File: src/rtl/nfcf_tx_pkg.sv
package nfcf_tx_pkg;

    typedef enum logic [3:0] {
        ST_IDLE,
        ST_WAIT,
        ST_PRE,
        ST_SYNC1,
        ST_SYNC2,
        ST_LEN,
        ST_DATA,
        ST_CRC1,
        ST_CRC2,
        ST_GUARD,
        ST_DRAIN,
        ST_DONE
    } tx_state_t;

    localparam logic [7:0]  SYNC_FIRST  = 8'hB2;
    localparam logic [7:0]  SYNC_SECOND = 8'h4D;
    localparam logic [15:0] CRC_POLY    = 16'h1021;

    // one byte through the CRC, byte-xor form, MSB first
    function automatic logic [15:0] crc16_byte(input logic [15:0] cur, input logic [7:0] din);
        logic [15:0] r;
        r = cur ^ {din, 8'h00};
        for (int i = 0; i < 8; i++) begin
            r = r[15] ? ((r << 1) ^ CRC_POLY) : (r << 1);
        end
        return r;
    endfunction

endpackage

File: src/rtl/nfcf_crc16.sv
module nfcf_crc16
    import nfcf_tx_pkg::*;
(
    input  logic        clk,
    input  logic        rst_n,
    input  logic        clr,
    input  logic        en,
    input  logic [7:0]  din,
    output logic [15:0] crc
);

    always_ff @(posedge clk or negedge rst_n) begin
        if (!rst_n) begin
            crc <= 16'h0000;
        end else if (clr) begin
            crc <= 16'h0000;
        end else if (en) begin
            crc <= crc16_byte(crc, din);
        end
    end

    AST_CRC_CLEARED: assert property (@(posedge clk) disable iff (!rst_n)
        clr |=> (crc == 16'h0000));

endmodule

File: src/rtl/nfcf_payload_buf.sv
module nfcf_payload_buf #(
    parameter int DEPTH = 254,
    parameter int AW    = 8
) (
    input  logic          clk,
    input  logic          wr_en,
    input  logic [AW-1:0] wr_addr,
    input  logic [7:0]    wr_data,
    input  logic [7:0]    rd_addr,
    output logic [7:0]    rd_data
);

    logic [7:0] mem [DEPTH];

    always_ff @(posedge clk) begin
        if (wr_en && (int'(wr_addr) < DEPTH)) begin
            mem[wr_addr] <= wr_data;
        end
    end

    always_comb begin
        if (int'(rd_addr) < DEPTH) begin
            rd_data = mem[rd_addr[AW-1:0]];
        end else begin
            rd_data = 8'h00;
        end
    end

endmodule

File: src/rtl/nfcf_manch_ser.sv
module nfcf_manch_ser #(
    parameter int CW = 6
) (
    input  logic          clk,
    input  logic          rst_n,
    input  logic          load,
    input  logic [7:0]    byte_in,
    input  logic [CW-1:0] period,
    output logic          chip,
    output logic          active,
    output logic          last
);

    logic [7:0]    sh_q;
    logic          half_q;
    logic [2:0]    bit_q;
    logic [CW-1:0] tick_q;
    logic          act_q;
    logic          wrap;

    assign wrap   = (tick_q == (period - 1'b1));
    assign last   = act_q && wrap && half_q && (bit_q == 3'd7);
    assign active = act_q;
    assign chip   = act_q & (sh_q[7] ^ half_q);

    always_ff @(posedge clk or negedge rst_n) begin
        if (!rst_n) begin
            sh_q   <= 8'h00;
            half_q <= 1'b0;
            bit_q  <= 3'd0;
            tick_q <= '0;
            act_q  <= 1'b0;
        end else if (load) begin
            sh_q   <= byte_in;
            half_q <= 1'b0;
            bit_q  <= 3'd0;
            tick_q <= '0;
            act_q  <= 1'b1;
        end else if (act_q) begin
            if (wrap) begin
                tick_q <= '0;
                if (half_q) begin
                    half_q <= 1'b0;
                    sh_q   <= {sh_q[6:0], 1'b0};
                    bit_q  <= bit_q + 3'd1;
                    if (bit_q == 3'd7) begin
                        act_q <= 1'b0;
                    end
                end else begin
                    half_q <= 1'b1;
                end
            end else begin
                tick_q <= tick_q + 1'b1;
            end
        end
    end

    AST_MID_BIT_FLIP: assert property (@(posedge clk) disable iff (!rst_n)
        (act_q && wrap && !half_q && !load) |=> (chip != $past(chip)));

    AST_CHIP_HELD: assert property (@(posedge clk) disable iff (!rst_n)
        (act_q && !wrap && !load) |=> $stable(chip));

endmodule

File: src/rtl/nfcf_frame_tx.sv
module nfcf_frame_tx
    import nfcf_tx_pkg::*;
#(
    parameter int BUF_DEPTH     = 254,
    parameter int TICK_W        = 32,
    parameter int CHIP_CYC_SLOW = 32,
    parameter int CHIP_CYC_FAST = 16,
    parameter int PRE_BYTES     = 6,
    parameter int GUARD_BYTES   = 2,
    localparam int AW      = (BUF_DEPTH > 1) ? $clog2(BUF_DEPTH) : 1,
    localparam int CYC_MAX = (CHIP_CYC_SLOW > CHIP_CYC_FAST) ? CHIP_CYC_SLOW : CHIP_CYC_FAST,
    localparam int CW      = $clog2(CYC_MAX + 1)
) (
    input  logic              clk,
    input  logic              rst_n,
    input  logic              wr_en,
    input  logic [AW-1:0]     wr_addr,
    input  logic [7:0]        wr_data,
    input  logic [7:0]        frame_len,
    input  logic              start,
    input  logic [TICK_W-1:0] start_at,
    input  logic [TICK_W-1:0] tick_count,
    input  logic              rate_fast,
    output logic              chip_out,
    output logic              chip_en,
    output logic              busy,
    output logic              done
);

    localparam logic [7:0] PRE_LAST   = 8'(PRE_BYTES - 1);
    localparam logic [7:0] GUARD_LAST = 8'(GUARD_BYTES - 1);

    tx_state_t         state_q, state_d;
    logic [7:0]        cnt_q;
    logic [7:0]        len_q;
    logic [TICK_W-1:0] at_q;
    logic [CW-1:0]     period_q;

    logic        accept;
    logic        ser_load, ser_active, ser_last, ser_ready;
    logic [7:0]  ser_byte;
    logic        crc_en;
    logic [15:0] crc_val;
    logic [7:0]  pay_byte;

    assign accept    = (state_q == ST_IDLE) && start && (frame_len != 8'd0);
    assign ser_ready = !ser_active || ser_last;

    nfcf_payload_buf #(.DEPTH(BUF_DEPTH), .AW(AW)) u_buf (
        .clk     (clk),
        .wr_en   (wr_en),
        .wr_addr (wr_addr),
        .wr_data (wr_data),
        .rd_addr (cnt_q),
        .rd_data (pay_byte)
    );

    nfcf_crc16 u_crc (
        .clk   (clk),
        .rst_n (rst_n),
        .clr   (accept),
        .en    (crc_en),
        .din   (ser_byte),
        .crc   (crc_val)
    );

    nfcf_manch_ser #(.CW(CW)) u_ser (
        .clk     (clk),
        .rst_n   (rst_n),
        .load    (ser_load),
        .byte_in (ser_byte),
        .period  (period_q),
        .chip    (chip_out),
        .active  (ser_active),
        .last    (ser_last)
    );

    // state register and frame context
    always_ff @(posedge clk or negedge rst_n) begin
        if (!rst_n) begin
            state_q  <= ST_IDLE;
            cnt_q    <= 8'd0;
            len_q    <= 8'd0;
            at_q     <= '0;
            period_q <= CW'(CHIP_CYC_SLOW);
        end else begin
            state_q <= state_d;
            if (state_d != state_q) begin
                cnt_q <= 8'd0;
            end else if (ser_load) begin
                cnt_q <= cnt_q + 8'd1;
            end
            if (accept) begin
                len_q    <= frame_len;
                at_q     <= start_at;
                period_q <= rate_fast ? CW'(CHIP_CYC_FAST) : CW'(CHIP_CYC_SLOW);
            end
        end
    end

    // next state
    always_comb begin
        state_d = state_q;
        unique case (state_q)
            ST_IDLE:  if (accept) state_d = (start_at != '0) ? ST_WAIT : ST_PRE;
            ST_WAIT:  if (tick_count == at_q) state_d = ST_PRE;
            ST_PRE:   if (ser_ready && cnt_q == PRE_LAST) state_d = ST_SYNC1;
            ST_SYNC1: if (ser_ready) state_d = ST_SYNC2;
            ST_SYNC2: if (ser_ready) state_d = ST_LEN;
            ST_LEN:   if (ser_ready) state_d = (len_q == 8'd1) ? ST_CRC1 : ST_DATA;
            ST_DATA:  if (ser_ready && cnt_q == (len_q - 8'd2)) state_d = ST_CRC1;
            ST_CRC1:  if (ser_ready) state_d = ST_CRC2;
            ST_CRC2:  if (ser_ready) state_d = ST_GUARD;
            ST_GUARD: if (ser_ready && cnt_q == GUARD_LAST) state_d = ST_DRAIN;
            ST_DRAIN: if (ser_last) state_d = ST_DONE;
            ST_DONE:  state_d = ST_IDLE;
            default:  state_d = ST_IDLE;
        endcase
    end

    // outputs and byte selection
    always_comb begin
        ser_load = 1'b0;
        ser_byte = 8'h00;
        crc_en   = 1'b0;
        unique case (state_q)
            ST_PRE:   begin ser_load = ser_ready; ser_byte = 8'h00; end
            ST_SYNC1: begin ser_load = ser_ready; ser_byte = SYNC_FIRST; end
            ST_SYNC2: begin ser_load = ser_ready; ser_byte = SYNC_SECOND; end
            ST_LEN:   begin ser_load = ser_ready; ser_byte = len_q;    crc_en = ser_ready; end
            ST_DATA:  begin ser_load = ser_ready; ser_byte = pay_byte; crc_en = ser_ready; end
            ST_CRC1:  begin ser_load = ser_ready; ser_byte = crc_val[15:8]; end
            ST_CRC2:  begin ser_load = ser_ready; ser_byte = crc_val[7:0]; end
            ST_GUARD: begin ser_load = ser_ready; ser_byte = 8'h00; end
            default:  begin ser_load = 1'b0; ser_byte = 8'h00; end
        endcase
    end

    assign chip_en = ser_active;
    assign busy    = (state_q != ST_IDLE) && (state_q != ST_DONE);
    assign done    = (state_q == ST_DONE);

    AST_DONE_NOT_BUSY: assert property (@(posedge clk) disable iff (!rst_n)
        done |-> (!busy && !chip_en));

    AST_DONE_PULSE: assert property (@(posedge clk) disable iff (!rst_n)
        done |=> !done);

    AST_IDLE_QUIET: assert property (@(posedge clk) disable iff (!rst_n)
        !busy |-> !chip_en);

    AST_HOLD_SILENT: assert property (@(posedge clk) disable iff (!rst_n)
        (state_q == ST_WAIT) |-> !chip_en);

    AST_START_IGNORED: assert property (@(posedge clk) disable iff (!rst_n)
        (busy && start) |=> $stable(len_q));

    AST_ZERO_LEN: assert property (@(posedge clk) disable iff (!rst_n)
        (state_q == ST_IDLE && start && frame_len == 8'd0) |=> !busy);

endmodule

File: config.mk
export PLATFORM = sky130hd
export DESIGN_NAME = nfcf_frame_tx
export DESIGN_NICKNAME = d
export VERILOG_FILES = /design/src/rtl/nfcf_tx_pkg.sv /design/src/rtl/nfcf_crc16.sv /design/src/rtl/nfcf_payload_buf.sv /design/src/rtl/nfcf_manch_ser.sv /design/src/rtl/nfcf_frame_tx.sv
export SDC_FILE = /design/constraint.sdc
export NUM_CORES = 2
export LEC_CHECK = 0
export CAP_MARGIN = 20
export CELL_PAD_IN_SITES_DETAIL_PLACEMENT = 1
export CELL_PAD_IN_SITES_GLOBAL_PLACEMENT = 2
export CORE_UTILIZATION = 45
export DETAILED_ROUTE_END_ITERATION = 8
export DONT_BUFFER_PORTS = 1
export MAX_ROUTING_LAYER = met4
export PLACE_DENSITY_LB_ADDON = 0.1
export RECOVER_POWER = 25
export SLEW_MARGIN = 40
export SYNTH_ARGS = -nofsm -noshare
export SYNTH_HDL_FRONTEND = slang
export SYNTH_SLANG_ARGS = --single-unit
File: constraint.sdc
create_clock -name clk -period 3.9 [get_ports clk]
set_input_delay 0.39 -clock clk [delete_from_list [all_inputs] [get_ports clk]]
set_output_delay 0.39 -clock clk [all_outputs]
set_load 0.01 [all_outputs]
==> impl_metrics.py <==
metrics = {
    "run_status": {
        "status": "complete, but fails checks",
        "violations": "capacitance limit, slew limit, setup timing",
    },
    "die": {
        "start_util": 0.454,
        "core.rowCount": 158,
        "dieArea_sq_um": 189000,
        "core_region_area_sq_um": 186000,
        "pin_count": 97,
        "dieWidth_um": 435,
        "die_h_um": 435,
    },
    "yosys": {
        "postSynthCellCount": 4234,
        "syn_area_per_cell_sq_um": 19.9,
        "netlist_area_sq_um": 84400,
        "synth_edf_count": 2032,
        "ys.flop_type": "edfxtp_1",
        "synth_xor_area_frac": 0.00861,
        "synth-seq-cells": 2121,
        "syn_nets": 4333,
        "synth_mux_area_frac": 0.155,
        "synth.distinct_cells": 82,
        "synthAdderAreaFrac": 0.000890,
        "synth-compound-area-share": 0.0285,
        "synth_top_family_by_area": "multiplexers",
        "async_flop_share": 0.0420,
        "yosys_warnings": 0,
        "seq_area_frac_synth": 0.749,
        "synth-simple-area-share": 0.0399,
    },
    "detailed_routing": {
        "vias_per_cell": 6.04,
        "ant_nets": 0,
        "first_pass_iters": 5,
        "vias": 46400,
        "routed_wl_mm": 264,
        "drtIter0Drc": 5305,
        "routedWlPerCell_um": 34.4,
        "drc_errors": 0,
    },
    "timing": {
        "slew_viol_final": 1061,
        "finalCritPeriodShare": 1.03,
        "setup_ws_ns": -0.111,
        "hold_viol_final": 0,
        "fin_crit_ns": 4.01,
        "fmax_ghz": 0.249,
        "grt_setup_unrepaired": "yes",
        "tightest_slew_ns": 2.92,
        "relSlewSlack": -0.949,
        "hold-worst-slack_ns": 0.0819,
        "final.setup_skew_ns": 0.0365,
        "setup-violations-final": 9,
    },
    "place": {
        "gp_congestion": 0.888,
        "place_inst": 7115,
        "portBuffers": 0,
        "place_ws_ns": -0.705,
        "dp_hpwl_mm": 167,
    },
    "clock_tree": {
        "clock_sinks": 2121,
        "clk_pin_slew_worst_paths_ns": 0.06,
        "root_buffer": "clkbuf_16",
        "cts_inserted_buffers": 221,
        "htree_levels": 4,
        "tritoncts": "done",
        "clockBufferDepth": 3,
        "clk_latency_ns": 0.88,
    },
    "critical_path": {
        "arrival_ns": 4.75,
        "start_kind": "register",
        "crit_fanout": 12,
        "path_class": "register to register",
        "cp-end-kind": "register",
        "worstPathRequired_ns": 4.64,
    },
    "grt": {
        "grt_overflow": 0,
        "grt_max_degree": 255,
        "grt_antenna_before_repair": 14,
        "grt_use_total": 0.286,
        "grt_pass1_vias": 46900,
        "grt_pass1_wl_mm": 369,
    },
    "pwr": {
        "peakVddDrop_v": 0.000368,
        "power_frac_seq": 0.538,
        "netSwitchingPower_mw": 9.53,
        "swShare": 0.205,
        "total_power_mw": 46.5,
        "cellLeakagePower_nw": 32.7,
        "combPwrFrac": 0.015,
        "power_density_nw_per_um2": 460,
        "internal-power_mw": 37.0,
        "power_frac_clock": 0.447,
    },
    "cells_and_area": {
        "area_delta_synth_final_pct": 19.8,
        "fin_cells": 7679,
        "fin_nets": 5106,
        "drive_gt1_frac": 0.321,
        "mostFrequentLayoutCell": "edfxtp_1",
        "final_cell_mix": "2032 x edfxtp_1, 548 x buf_4, 500 x mux4_2",
        "fill_cells": 16400,
    },
    "run": {
        "cap_violations": 18,
    },
    "hold_path": {
        "hold_class": "input pin to register",
    },
}
## final cells by class
cell class,count,area [sq um],share of cell area
Sequential cell,2121,63300,0.626
Multi-Input combinational cell,1848,20300,0.201
Timing Repair Buffer,797,7220,0.0715
Clock buffer,274,5790,0.0573
Tap cell,2480,3100,0.0307
Clock inverter,139,1270,0.0126
Inverter,18,78.8,0.000780
Antenna cell,2,5.00,0.0000495
## metal layers
metal,wire length (um),vias to the layer above,GRT usage
li1,-,18900,-
met5,0,-,-
met1,114000,25300,0.408
met2,126000,1841,0.439
met4,6520,0,0.0722
met3,18100,322,0.0384
## critical path: stages, from the launching register on
cell,delay [ns]
dfrtp_4,0.46
buf_12,0.16
buf_4,0.13
buf_12,0.16
bufbuf_16,0.34
mux4_2,0.58
mux4_2,0.61
nor3_4,0.18
nor2_1,0.10
a31oi_2,0.26
nand3_4,0.13
xor2_4,0.22
xnor2_2,0.24
xor2_1,0.17
o21ai_1,0.09
## Yosys cell counts, types with 22 or more instances
| library cell | count | share of area |
|---|---|---|
| edfxtp_1 | 2032 | 0.72 |
| mux4_2 | 500 | 0.13 |
| nor2_1 | 325 | 0.014 |
| nand2_1 | 262 | 0.012 |
| clkbuf_1 | 108 | 0.0048 |
| dfrtp_1 | 88 | 0.026 |
| mux2i_1 | 85 | 0.010 |
| buf_2 | 59 | 0.0035 |
| mux2_2 | 57 | 0.0076 |
| nand3_1 | 52 | 0.0031 |
| o21ai_0 | 49 | 0.0029 |
| xor2_1 | 44 | 0.0046 |
| a22oi_1 | 40 | 0.0036 |
| a21oi_1 | 38 | 0.0023 |
| buf_6 | 37 | 0.0049 |
| nor4_1 | 25 | 0.0019 |
| a221oi_1 | 24 | 0.0025 |
| nor3_1 | 22 | 0.0013 |
| xnor2_1 | 22 | 0.0023 |
## worst paths after layout
check | endpoint | slack (ns) | start | cells past startpoint
min in group asynchronous | u_crc.crc[10] | 1.05 | rst_n | 2
min | state_q[1] | 0.08 | frame_len[2] | 5
min reg2reg | u_ser.bit_q[1] | 0.49 | u_ser.bit_q[1] | 2
max reg2reg | u_crc.crc[6] | -0.11 | cnt_q[0] | 14
max in group asynchronous | cnt_q[3] | 1.00 | rst_n | 2
max | u_crc.crc[6] | -0.11 | cnt_q[0] | 14
## timing repair
action	in CTS	in global routing
hold endpoints to repair	2175	191
hold buffers	56	7
gates resized for setup	98	59
pin swaps	23	25
cloned	7	4
setup endpoints to repair	22	14
setup buffers	30	33
## flip-flops by register name, summed over array words and instances (netlist names)
register	flops
u_crc.crc	16
len_q	8
u_ser.tick_q	6
u_ser.half_q	1
state_q	4
u_buf.mem	2032
u_ser.active	1
at_q	32
period_q	2
cnt_q	8
u_ser.bit_q	3
u_ser.sh_q	8
## through the flow
step,TNS [ns],util,cell area [sq um]
floorplan,0,-,84400
global placement,-8.25,0.493,91700
detailed placement,-7.38,0.494,91700
CTS,-0.00580,0.541,101000
global route,-8.83,0.544,101000
finish,-0.377,0.544,101000
## logic make-up (layout without fill, tap and decap cells)
family / after synthesis / after routing
other: 0 / 2
DFF: 2121 / 2121
muxes: 654 / 654
adders and majority gates: 6 / 6
and+or+nand+nor: 783 / 783
xor gates and xnor gates: 74 / 74
buffers and inverters: 265 / 1228
AOI/OAI and AO/OA: 331 / 331
## power by group through the flow
stage	combinational (mW)	sequential, mW	clock (mW)
6_report	0.685	25.0	20.8
5_1_grt	0.724	25.0	21.9
4_1_cts	0.676	25.0	21.1
3_5_place_dp	0.212	25.5	0
3_3_place_gp	0.210	25.5	0
2_1_floorplan	0.0793	25.5	0
No activity file was read; power rests on OpenSTA's default activity.
